===== src/rtl/nco_baud_pkg.sv =====
package nco_baud_pkg;

   // Default geometry of the generator
   localparam int unsigned NCO_ACC_W     = 20;
   localparam int unsigned NCO_STEP_W    = 16;
   localparam int unsigned NCO_CHAR_BITS = 10;

   // Registered output pair of the generator
   typedef struct packed {
      logic bit_tick;
      logic char_done;
   } nco_pulse_t;

endpackage


===== src/rtl/nco_phase_accum.sv =====
module nco_phase_accum #(
   parameter int unsigned ACC_W  = 20,
   parameter int unsigned STEP_W = 16
) (
   input  logic              clk,
   input  logic              rst,
   input  logic              en,
   input  logic [STEP_W-1:0] step,
   output logic              wrap_d,
   output logic              tick_q
);
   localparam int unsigned SUM_W = ACC_W + 1;

   logic [ACC_W-1:0] phase_q;
   logic [SUM_W-1:0] sum;

   always_comb begin
      sum    = {1'b0, phase_q} + SUM_W'(step);
      wrap_d = sum[ACC_W];
   end

   always_ff @(posedge clk) begin
      if (rst || !en) begin
         phase_q <= '0;
         tick_q  <= 1'b0;
      end else begin
         phase_q <= sum[ACC_W-1:0];
         tick_q  <= sum[ACC_W];
      end
   end
endmodule


===== src/rtl/nco_char_counter.sv =====
module nco_char_counter #(
   parameter int unsigned CHAR_BITS = 10
) (
   input  logic clk,
   input  logic rst,
   input  logic en,
   input  logic wrap_d,
   output logic done_q
);
   generate
      if (CHAR_BITS == 1) begin : g_direct
         always_ff @(posedge clk) begin
            if (rst || !en) done_q <= 1'b0;
            else            done_q <= wrap_d;
         end
      end else begin : g_count
         localparam int unsigned CNT_W = $clog2(CHAR_BITS);
         localparam logic [CNT_W-1:0] LAST = CNT_W'(CHAR_BITS - 1);
         logic [CNT_W-1:0] cnt_q;

         always_ff @(posedge clk) begin
            if (rst || !en) begin
               cnt_q  <= '0;
               done_q <= 1'b0;
            end else if (wrap_d) begin
               done_q <= (cnt_q == LAST);
               cnt_q  <= (cnt_q == LAST) ? '0 : cnt_q + 1'b1;
            end else begin
               done_q <= 1'b0;
            end
         end
      end
   endgenerate
endmodule


===== src/rtl/nco_baud_gen.sv =====
module nco_baud_gen
   import nco_baud_pkg::*;
#(
   parameter int unsigned ACC_W     = NCO_ACC_W,
   parameter int unsigned STEP_W    = NCO_STEP_W,
   parameter int unsigned CHAR_BITS = NCO_CHAR_BITS
) (
   input  logic              clk,
   input  logic              rst,
   input  logic              en,
   input  logic [STEP_W-1:0] step,
   output logic              bit_tick,
   output logic              char_done
);
   generate
      if (STEP_W >= ACC_W) begin : g_bad_width
         $error("nco_baud_gen: STEP_W must be narrower than ACC_W");
      end
      if (CHAR_BITS < 1) begin : g_bad_char
         $error("nco_baud_gen: CHAR_BITS must be at least 1");
      end
   endgenerate

   logic       wrap_d;
   nco_pulse_t pulse;

   nco_phase_accum #(
      .ACC_W  (ACC_W),
      .STEP_W (STEP_W)
   ) u_accum (
      .clk    (clk),
      .rst    (rst),
      .en     (en),
      .step   (step),
      .wrap_d (wrap_d),
      .tick_q (pulse.bit_tick)
   );

   nco_char_counter #(
      .CHAR_BITS (CHAR_BITS)
   ) u_chars (
      .clk    (clk),
      .rst    (rst),
      .en     (en),
      .wrap_d (wrap_d),
      .done_q (pulse.char_done)
   );

   assign bit_tick  = pulse.bit_tick;
   assign char_done = pulse.char_done;
endmodule


===== config.mk =====
export PLATFORM = sky130hd
export DESIGN_NAME = nco_baud_gen
export DESIGN_NICKNAME = d
export VERILOG_FILES = /design/src/rtl/nco_baud_pkg.sv /design/src/rtl/nco_phase_accum.sv /design/src/rtl/nco_char_counter.sv /design/src/rtl/nco_baud_gen.sv
export SDC_FILE = /design/constraint.sdc
export NUM_CORES = 1
export LEC_CHECK = 0
export ABC_AREA = 1
export CAP_MARGIN = 20
export CORE_MARGIN = 4
export CORE_UTILIZATION = 48
export CTS_BUF_LIST = sky130_fd_sc_hd__clkbuf_16
export DETAILED_ROUTE_END_ITERATION = 10
export GPL_TIMING_DRIVEN = 0
export HOLD_SLACK_MARGIN = 0.05
export PLACE_DENSITY = 0.7
export SLEW_MARGIN = 20
export SYNTH_ARGS = -nofsm -noshare
export SYNTH_HDL_FRONTEND = slang
export SYNTH_SLANG_ARGS = --single-unit
export TNS_END_PERCENT = 50

===== constraint.sdc =====
create_clock -name clk -period 2.35 [get_ports clk]
set_input_delay 0.47 -clock clk [delete_from_list [all_inputs] [get_ports clk]]
set_output_delay 0.47 -clock clk [all_outputs]
set_load 0.03 [all_outputs]

Word level (Yosys, flattened, before mapping)
Index checks and enable logic that the tools add are counted.
- add/sub/neg operators: 2
- equal/unequal tests: 1
- muxes and demuxes: 1
- bitwise operators: 1
- reductions and logical operators: 3
- operators by type and width (operator ; count):
    $add 20x16->21 ; 1
    $add 4x1->4 const B ; 1
    $eq 4x4->1 const B ; 1
    $mux 4 ; 1
    $reduce_or 2->1 ; 1
    $logic_not 1->1 ; 1
    $logic_or 1x1->1 ; 1
    $not 1->1 ; 1
- flip-flop bits (word level): 26
- bits of input ports: 19
- output and inout bits: 2
- logic and storage cells: 12

Longest topological paths before layout
Gate-level depths: netlist of the first run.
- depth after elaboration: 3
- mapped depth: 12
- gate-level depth less buffers: 12

By module
Synthesis of the first run repeated with hierarchy kept, for this count alone.
- cell total of the unflattened synthesis: 291
- area, all modules: 1881.8 um^2
- modules (own cells, without submodules) (module ; times used ; cells each ; area each (um^2) ; seq. area each (um^2)):
    nco_phase_accum ; 1 ; 259 ; 1651.6 ; 420.4
    nco_char_counter ; 1 ; 32 ; 230.2 ; 100.1

Worst setup path before layout of the first run
No wires, ideal clock.
- kind: input to register
- from: input step[0]
- to: register u_chars.g_count.cnt_q[0]
- library setup time: 0.113 ns
- arrival time: 1.726 ns
- required time: 2.237 ns
- path slack: 0.511 ns
- cell stages on the path: 12
- path buffers: 0
- path through: ha_1 > fa_1 > nand2_1 > nand2_1 > nand3_2 > nand2_2 > nand2_2 > nand2_4 > nand2_4 > nand2_2 > nand2_1 > nor2_1
- cells in the longest elaborated chain, start to end: 1
- ends and longest elaborated chain (what ; line ; text):
    start: declaration ; nco_baud_gen.sv:11 ; input logic [STEP_W-1:0] step,
    $add 20x16->21 ; nco_phase_accum.sv:18 ; sum = {1'b0, phase_q} + SUM_W'(step);
    end signal: assignment ; nco_char_counter.sv:27 ; cnt_q <= (cnt_q == LAST) ? '0 : cnt_q + 1'b1;
    end: declaration ; nco_char_counter.sv:19 ; logic [CNT_W-1:0] cnt_q;
Every way passes these cells.
A chain may end at the register's enable or synchronous reset.

Worst setup path in the final report of the first run
Ends and elaborated chain as after synthesis.

==> flow_summary.json, run 1 <==
{
  "max_freq_mhz": 459,
  "post-route-drc-count": 0,
  "hold_class": "register to register",
  "synth_top_area_share_pct": 26.1,
  "synth_fp_nets": 356,
  "ys_top_cells_by_area": "dfxtp_1 (26%), nand2_1 (18%), ha_1 (10%)",
  "io_buffer_count": 20,
  "placed_area_sq_mm": 0.00225,
  "wl_per_cell_um": 11.0,
  "pwr-share-comb_pct": 26.4,
  "grt_antenna_before_repair": 0,
  "required_ns": 2.51,
  "htreeDepth": 1,
  "cts_buffers": 3,
  "worstPathArrival_ns": 2.34,
  "path_class": "primary input to register",
  "netlist_instances": 320,
  "clock_skew_ns": 0.00350,
  "hpwlAfterDp_mm": 3.44,
  "internal-power_mw": 0.805,
  "max_stage_delay_ns": 0.43,
  "dr_total_vias": 1925,
  "cp_top_family": "simple AND/OR/NAND/NOR gates",
  "power_frac_seq_pct": 40.3,
  "leakagePower_nw": 1.17,
  "avgSynthCellArea_sq_um": 6.22,
  "start_kind": "primary input",
  "fin_crit_sh_pct": 92.6,
  "min_from": "u_chars.g_count.cnt_q[3]",
  "path_clk_slew_ns": 0.07,
  "crit_slowest_cell": "fa_1",
  "rsz0062_at_grt": "false",
  "syn_area_sq_mm": 0.00199,
  "start_util_pct": 49.8,
  "overflow": 0,
  "hold_ws_ns": 0.515,
  "dr.pass1.iters": 4,
  "diodes": 0,
  "num_rows": 23,
  "status": "finished, final reports clean",
  "die_h_um": 72.4,
  "rr_startpoint": "u_accum.phase_q[0]",
  "drt-initial-drc-count": 138,
  "grt_pass1_wl_mm": 7.57,
  "areaGrowthSynthToFinish_pct": 17.2,
  "cts_setup_buffers": 0,
  "maxSlewViolCount": 0,
  "yosysSeqAreaShare_pct": 26.1,
  "holdPathStages": 2,
  "nNetsFinal": 381,
  "end_kind": "register",
  "ys_types": 31,
  "clkSinkCount": 26,
  "cp_max_fo": 8,
  "grt_pass1_vias": 1806,
  "min_delay_worst_endpoint": "u_chars.g_count.cnt_q[3]",
  "power.switching_mw": 0.358,
  "drive_gt1_share_pct": 6.69,
  "tightest_slew_ns": 0.524,
  "hold_viol_final": 0,
  "reg2reg_slack_ns": 0.52,
  "post-place-cells": 390,
  "setup_viol": 0,
  "grt_max_degree": 15,
  "root_buffer": "clkbuf_16",
  "ios": 21,
  "p_per_area_mw_per_mm2": 499,
  "clock_latency_ns": 0.26,
  "maxCapViolations": 0,
  "ant_nets": 0,
  "fp.coreArea_sq_mm": 0.00400,
  "ys_seq_elements": 26,
  "wl_mm": 4.35,
  "gp_congestion": 0.931,
  "path_buf_inv": 1,
  "finish.instance_area_sq_mm": 0.00233,
  "pwr-share-clk_pct": 33.3,
  "instances_no_fill": 394,
  "irDropWorstVdd_uv": 258,
  "fp.dieW_um": 72.4,
  "dieArea_sq_mm": 0.00524,
  "via_per_inst": 4.89,
  "finalCriticalPeriod_ns": 2.18,
  "cts_tree": "yes",
  "switching_share_pct": 30.8,
  "synth_top_cell_by_area": "dfxtp_1",
  "clockBufferDepth": 2,
  "grt_use_total_pct": 17.8,
  "worstPathCellList": "clkdlybuf4s50_1 > ha_1 > fa_1 > nand2_1 > nand2_1 > nand3_2 > nand2_2 > nand2_2 > nand2_4 > nand2_4 > nand2_2 > nand2_1 > nor2_1",
  "fin_setup_tns_ns": 0,
  "reg2reg_depth": 12,
  "synth_warnings": 0,
  "r2r_end": "u_chars.g_count.cnt_q[0]",
  "holdBufCountCts": 0,
  "slew_headroom_pct": 64.9,
  "cts-resized-gates": 0
}
layer usage:
| metal | vias up | part of all wire (%) | track usage (%) |
|---|---|---|---|
| met2 | 38 | 44 | 29.6 |
| li1 | 1061 | - | - |
| met5 | - | 0 | 0 |
| met1 | 819 | 49 | 24.1 |
| met3 | 7 | 4.9 | 2.35 |
| met4 | 0 | 1.5 | 5.12 |
final cells by class:
| class | instances | area, sq um |
|---|---|---|
| clock inverter | 1 | 3.75 |
| multi-input combinational | 244 | 1270 |
| buffer | 2 | 17.5 |
| timing repair buffer | 20 | 200 |
| fill | 390 | 1670 |
| sequential | 26 | 520 |
| clock buffer | 3 | 75.1 |
| tap | 50 | 62.6 |
| inverter | 48 | 180 |
registers in the layout (all words and copies together), names as in the netlist:
| signal | count |
|---|---|
| u_accum.tick_q | 1 |
| u_chars.g_count.cnt_q | 4 |
| u_chars.done_q | 1 |
| u_accum.phase_q | 20 |
power by group through the flow:
stage	clock network, mW	logic (mW)	registers, mW
2_1_floorplan	0	0.220	0.477
3_5_place_dp	0	0.305	0.479
6_report	0.388	0.307	0.469
3_3_place_gp	0	0.302	0.478
4_1_cts	0.399	0.307	0.469
5_1_grt	0.416	0.351	0.471
worst max-delay path by stage:
stage | startpoint | to | slack [ns] | cells past startpoint
floorplan | step[0] | u_chars.g_count.cnt_q[0] | 0.51 | 12
global placement | step[0] | u_chars.g_count.cnt_q[0] | -0.08 | 13
detailed placement | step[0] | u_chars.g_count.cnt_q[0] | -0.10 | 13
CTS | step[0] | u_chars.g_count.cnt_q[0] | 0.17 | 13
global route | step[0] | u_chars.g_count.cnt_q[0] | 0.07 | 13
finish | step[0] | u_chars.g_count.cnt_q[0] | 0.17 | 13
metrics by stage:
stage                     total power, mW  util (%)  worst slack (ns)
after floorplan                     0.697         -             0.511
after global placement              0.780      56.3           -0.0763
after detailed placement            0.784      56.3            -0.102
after CTS                            1.17      58.3             0.172
after global routing                 1.24      58.3            0.0724
final                                1.16      58.3             0.173
cells by family (layout without fill, tap and decap cells):
kind of cell | count (synthesis) | count (layout) | share of synthesized area, %
AO/OA/AOI/OAI | 45 | 45 | 12.3
XOR/XNOR | 1 | 1 | 0.440
adder cells (fa/ha/maj) | 17 | 17 | 11.1
buffers and inverters | 50 | 74 | 9.93
flip-flops | 26 | 26 | 26.1
AND/OR/NAND/NOR | 181 | 181 | 40.1
Yosys cell counts:
master / number
nor3_2: 1
inv_2: 1
nand4_1: 2
clkbuf_8: 1
o211ai_1: 1
dfxtp_1: 26
clkbuf_1: 1
nor3_1: 2
o21bai_1: 2
xor2_1: 1
nand3_1: 10
fa_1: 1
o31ai_1: 1
nor4_1: 3
and2_1: 1
nor3b_2: 1
nand2_2: 6
nand3_2: 3
a21oi_2: 1
o21bai_2: 1
nand3b_1: 2
o21ai_1: 1
nand2_4: 2
a21oi_1: 27
nor2_4: 2
ha_1: 16
inv_1: 47
nor2_2: 1
o21ai_0: 11
nor2_1: 48
nand2_1: 97
cells in the final DEF, fill, tap and decap left out, drive strengths merged:
cell           count
a21oi             28
and2               1
clkbuf             5
clkdlybuf4s50     20
clkinv             1
dfxtp             26
fa                 1
ha                16
inv               48
nand2            105
nand3             13
nand3b             2
nand4              2
nor2              51
nor3               3
nor3b              1
nor4               3
o211ai             1
o21ai             12
o21bai             3
o31ai              1
xor2               1
worst reg2reg max path, stage by stage, from the launching register on:
cell and delay (ns):
dfxtp_1 0.30, ha_1 0.22, fa_1 0.43, nand2_1 0.11, nand2_1 0.09, nand3_2 0.09, nand2_2 0.08, nand2_2 0.09
nand2_4 0.09, nand2_4 0.09, nand2_2 0.04, nand2_1 0.05, nor2_1 0.03
No activity file was read; power rests on OpenSTA's default activity.
==> run 2, diff against run 1 <==
ABC_AREA = 0   (was 1)
PLACE_DENSITY = 0.72   (was 0.7)
==> flow_summary.json, run 2 <==
{
  "hold_class": "register to register",
  "grt_pass1_wl_mm": 5.84,
  "start_util_pct": 49.5,
  "fp.dieW_um": 66.7,
  "cp_max_fo": 4,
  "finalWorstSetupSlack_ns": 0.0613,
  "worstPathCellList": "clkdlybuf4s50_1 > ha_1 > nand2_1 > nor4_2 > o211ai_1 > buf_4 > a21boi_4 > mux2i_1 > a31oi_1",
  "synth_top_cell_by_area": "dfxtp_1",
  "status": "finished, final reports clean",
  "diodes": 0,
  "via_per_inst": 5.82,
  "clockBufferDepth": 2,
  "synth_warnings": 0,
  "cp-endpoint": "u_chars.g_count.cnt_q[3]",
  "cp-startpoint": "step[15]",
  "worstPathArrival_ns": 2.41,
  "top_register": "u_accum.phase_q",
  "path_class": "primary input to register",
  "maxSlewViolCount": 0,
  "synth_top_area_share_pct": 31.5,
  "synth_common_cells": "dfxtp_1 (26), nor2_1 (20), ha_1 (16)",
  "dieArea_sq_mm": 0.00444,
  "root_buffer": "clkbuf_16",
  "synth_edf_count": 0,
  "hold_viol_final": 0,
  "grt_antenna_before_repair": 0,
  "wl_per_cell_um": 14.4,
  "slew_headroom_pct": 60.4,
  "instances_no_fill": 262,
  "crit_slowest_cell": "clkdlybuf4s50_1",
  "clock_skew_ns": 0.00396,
  "layout_common_cells": "dfxtp_1 (26), nor2_1 (19), clkdlybuf4s50_1 (16)",
  "start_kind": "primary input",
  "yosysSeqAreaShare_pct": 31.5,
  "finish.instance_area_sq_mm": 0.00227,
  "nNetsFinal": 253,
  "fp.coreArea_sq_mm": 0.00334,
  "drive_gt1_share_pct": 19.9,
  "grt_pass1_vias": 1419,
  "holdBufCountCts": 0,
  "finalCriticalPeriod_ns": 2.29,
  "tightest_slew_ns": 0.595,
  "ant_nets": 0,
  "min_from": "u_chars.g_count.cnt_q[3]",
  "end_kind": "register",
  "hpwlAfterDp_mm": 2.60,
  "syn_area_sq_mm": 0.00165,
  "ys_seq_elements": 26,
  "avgSynthCellArea_sq_um": 8.83,
  "leakagePower_nw": 0.886,
  "wl_mm": 3.78,
  "clock_latency_ns": 0.26,
  "ys_types": 47,
  "areaGrowthSynthToFinish_pct": 37.7,
  "ys_top_cells_by_area": "dfxtp_1 (32%), ha_1 (12%), nor2_1 (4.5%)",
  "clkSinkCount": 26,
  "synth-async-reset-ratio_pct": 0,
  "ios": 21,
  "setup_viol": 0,
  "hold_ws_ns": 0.546,
  "dp_slack_ns": -0.628,
  "maxCapViolations": 0,
  "irDropWorstVdd_uv": 258,
  "fin_crit_sh_pct": 97.4,
  "htreeDepth": 1,
  "r2r_end": "u_chars.g_count.cnt_q[3]",
  "dr_total_vias": 1524,
  "num_rows": 21,
  "rr_startpoint": "u_accum.phase_q[0]",
  "cts_tree": "yes",
  "top_regs": "u_accum.phase_q: 20 flops, u_chars.g_count.cnt_q: 4 flops",
  "io_buffer_count": 20,
  "required_ns": 2.47,
  "dr.pass1.iters": 4,
  "synth_most_common_cell": "dfxtp_1",
  "largest_reg_flops": 20,
  "synth_flop_cell": "dfxtp_1",
  "reg2reg_slack_ns": 0.20,
  "post-route-drc-count": 0,
  "drt-initial-drc-count": 94,
  "grt_use_total_pct": 16.9,
  "grt_max_degree": 15,
  "fillers": 277,
  "holdPathStages": 2,
  "netlist_instances": 187,
  "overflow": 0,
  "cts_buffers": 3,
  "fin_util_pct": 68.2,
  "synth_fp_nets": 223,
  "max_stage_delay_ns": 0.41,
  "placed_area_sq_mm": 0.00191,
  "post-place-cells": 253,
  "path_clk_slew_ns": 0.06,
  "reg2reg_depth": 9,
  "gp_congestion": 0.884,
  "p_per_area_mw_per_mm2": 540,
  "totalPowerFinal_mw": 1.23,
  "final_common_cell": "dfxtp_1",
  "max_freq_mhz": 437,
  "fin_setup_tns_ns": 0,
  "die_h_um": 66.7
}
run 2: cell type report:
type                    count  area (sq um)  area share (%)
multi-input cells         155          1340            58.9
flip-flops and latches     26           520            22.9
repair buffers             25           248            10.9
clock buffers               3          75.1            3.30
well taps                  46          57.6            2.53
plain buffers               3          18.8           0.825
inverters                   3          11.3           0.495
clock inverters             1          3.75           0.165
run 2: per-layer routing:
metal	wire length, um	global-route usage (%)
met4	48	6.09
met1	1620	20.7
met2	1930	29.5
met5	0	0
met3	187	2.70
run 2: worst max-delay path: cells and delay by family:
family                     cells  cell delay (ns)
buffers and inverters          2             0.59
AOI/OAI and AO/OA              3             0.40
and+or+nand+nor                2             0.38
adders and majority gates      1             0.36
muxes                          1             0.20
run 2: power by group:
part,leakage (nW),switching (mW),internal (mW)
logic,0.635,0.188,0.178
registers,0.212,0.0130,0.463
clock network,0.0385,0.158,0.228
total,0.886,0.359,0.869
run 2: logic make-up after synthesis:
| family | after synthesis | synth area share [%] |
|---|---|---|
| simple gates | 66 | 21.1 |
| compound gates | 59 | 25.5 |
| fa+ha+maj | 17 | 13.3 |
| mux | 2 | 1.21 |
| buf+inv | 6 | 1.44 |
| xor+xnor | 11 | 5.83 |
| flops | 26 | 31.5 |
run 2: worst min path at each step:
stage	to	slack, ns
floorplan	u_accum.phase_q[19]	0.47
global placement	u_accum.phase_q[19]	0.49
detailed placement	u_accum.phase_q[19]	0.50
CTS	u_accum.phase_q[17]	0.54
global route	u_accum.phase_q[19]	0.58
finish	u_chars.g_count.cnt_q[3]	0.55
run 2: what timing repair did:
item	in CTS	in global routing
gates resized for setup	10	34
setup endpoints to repair	15	16
pin swaps	8	14
buffers inserted	3	2
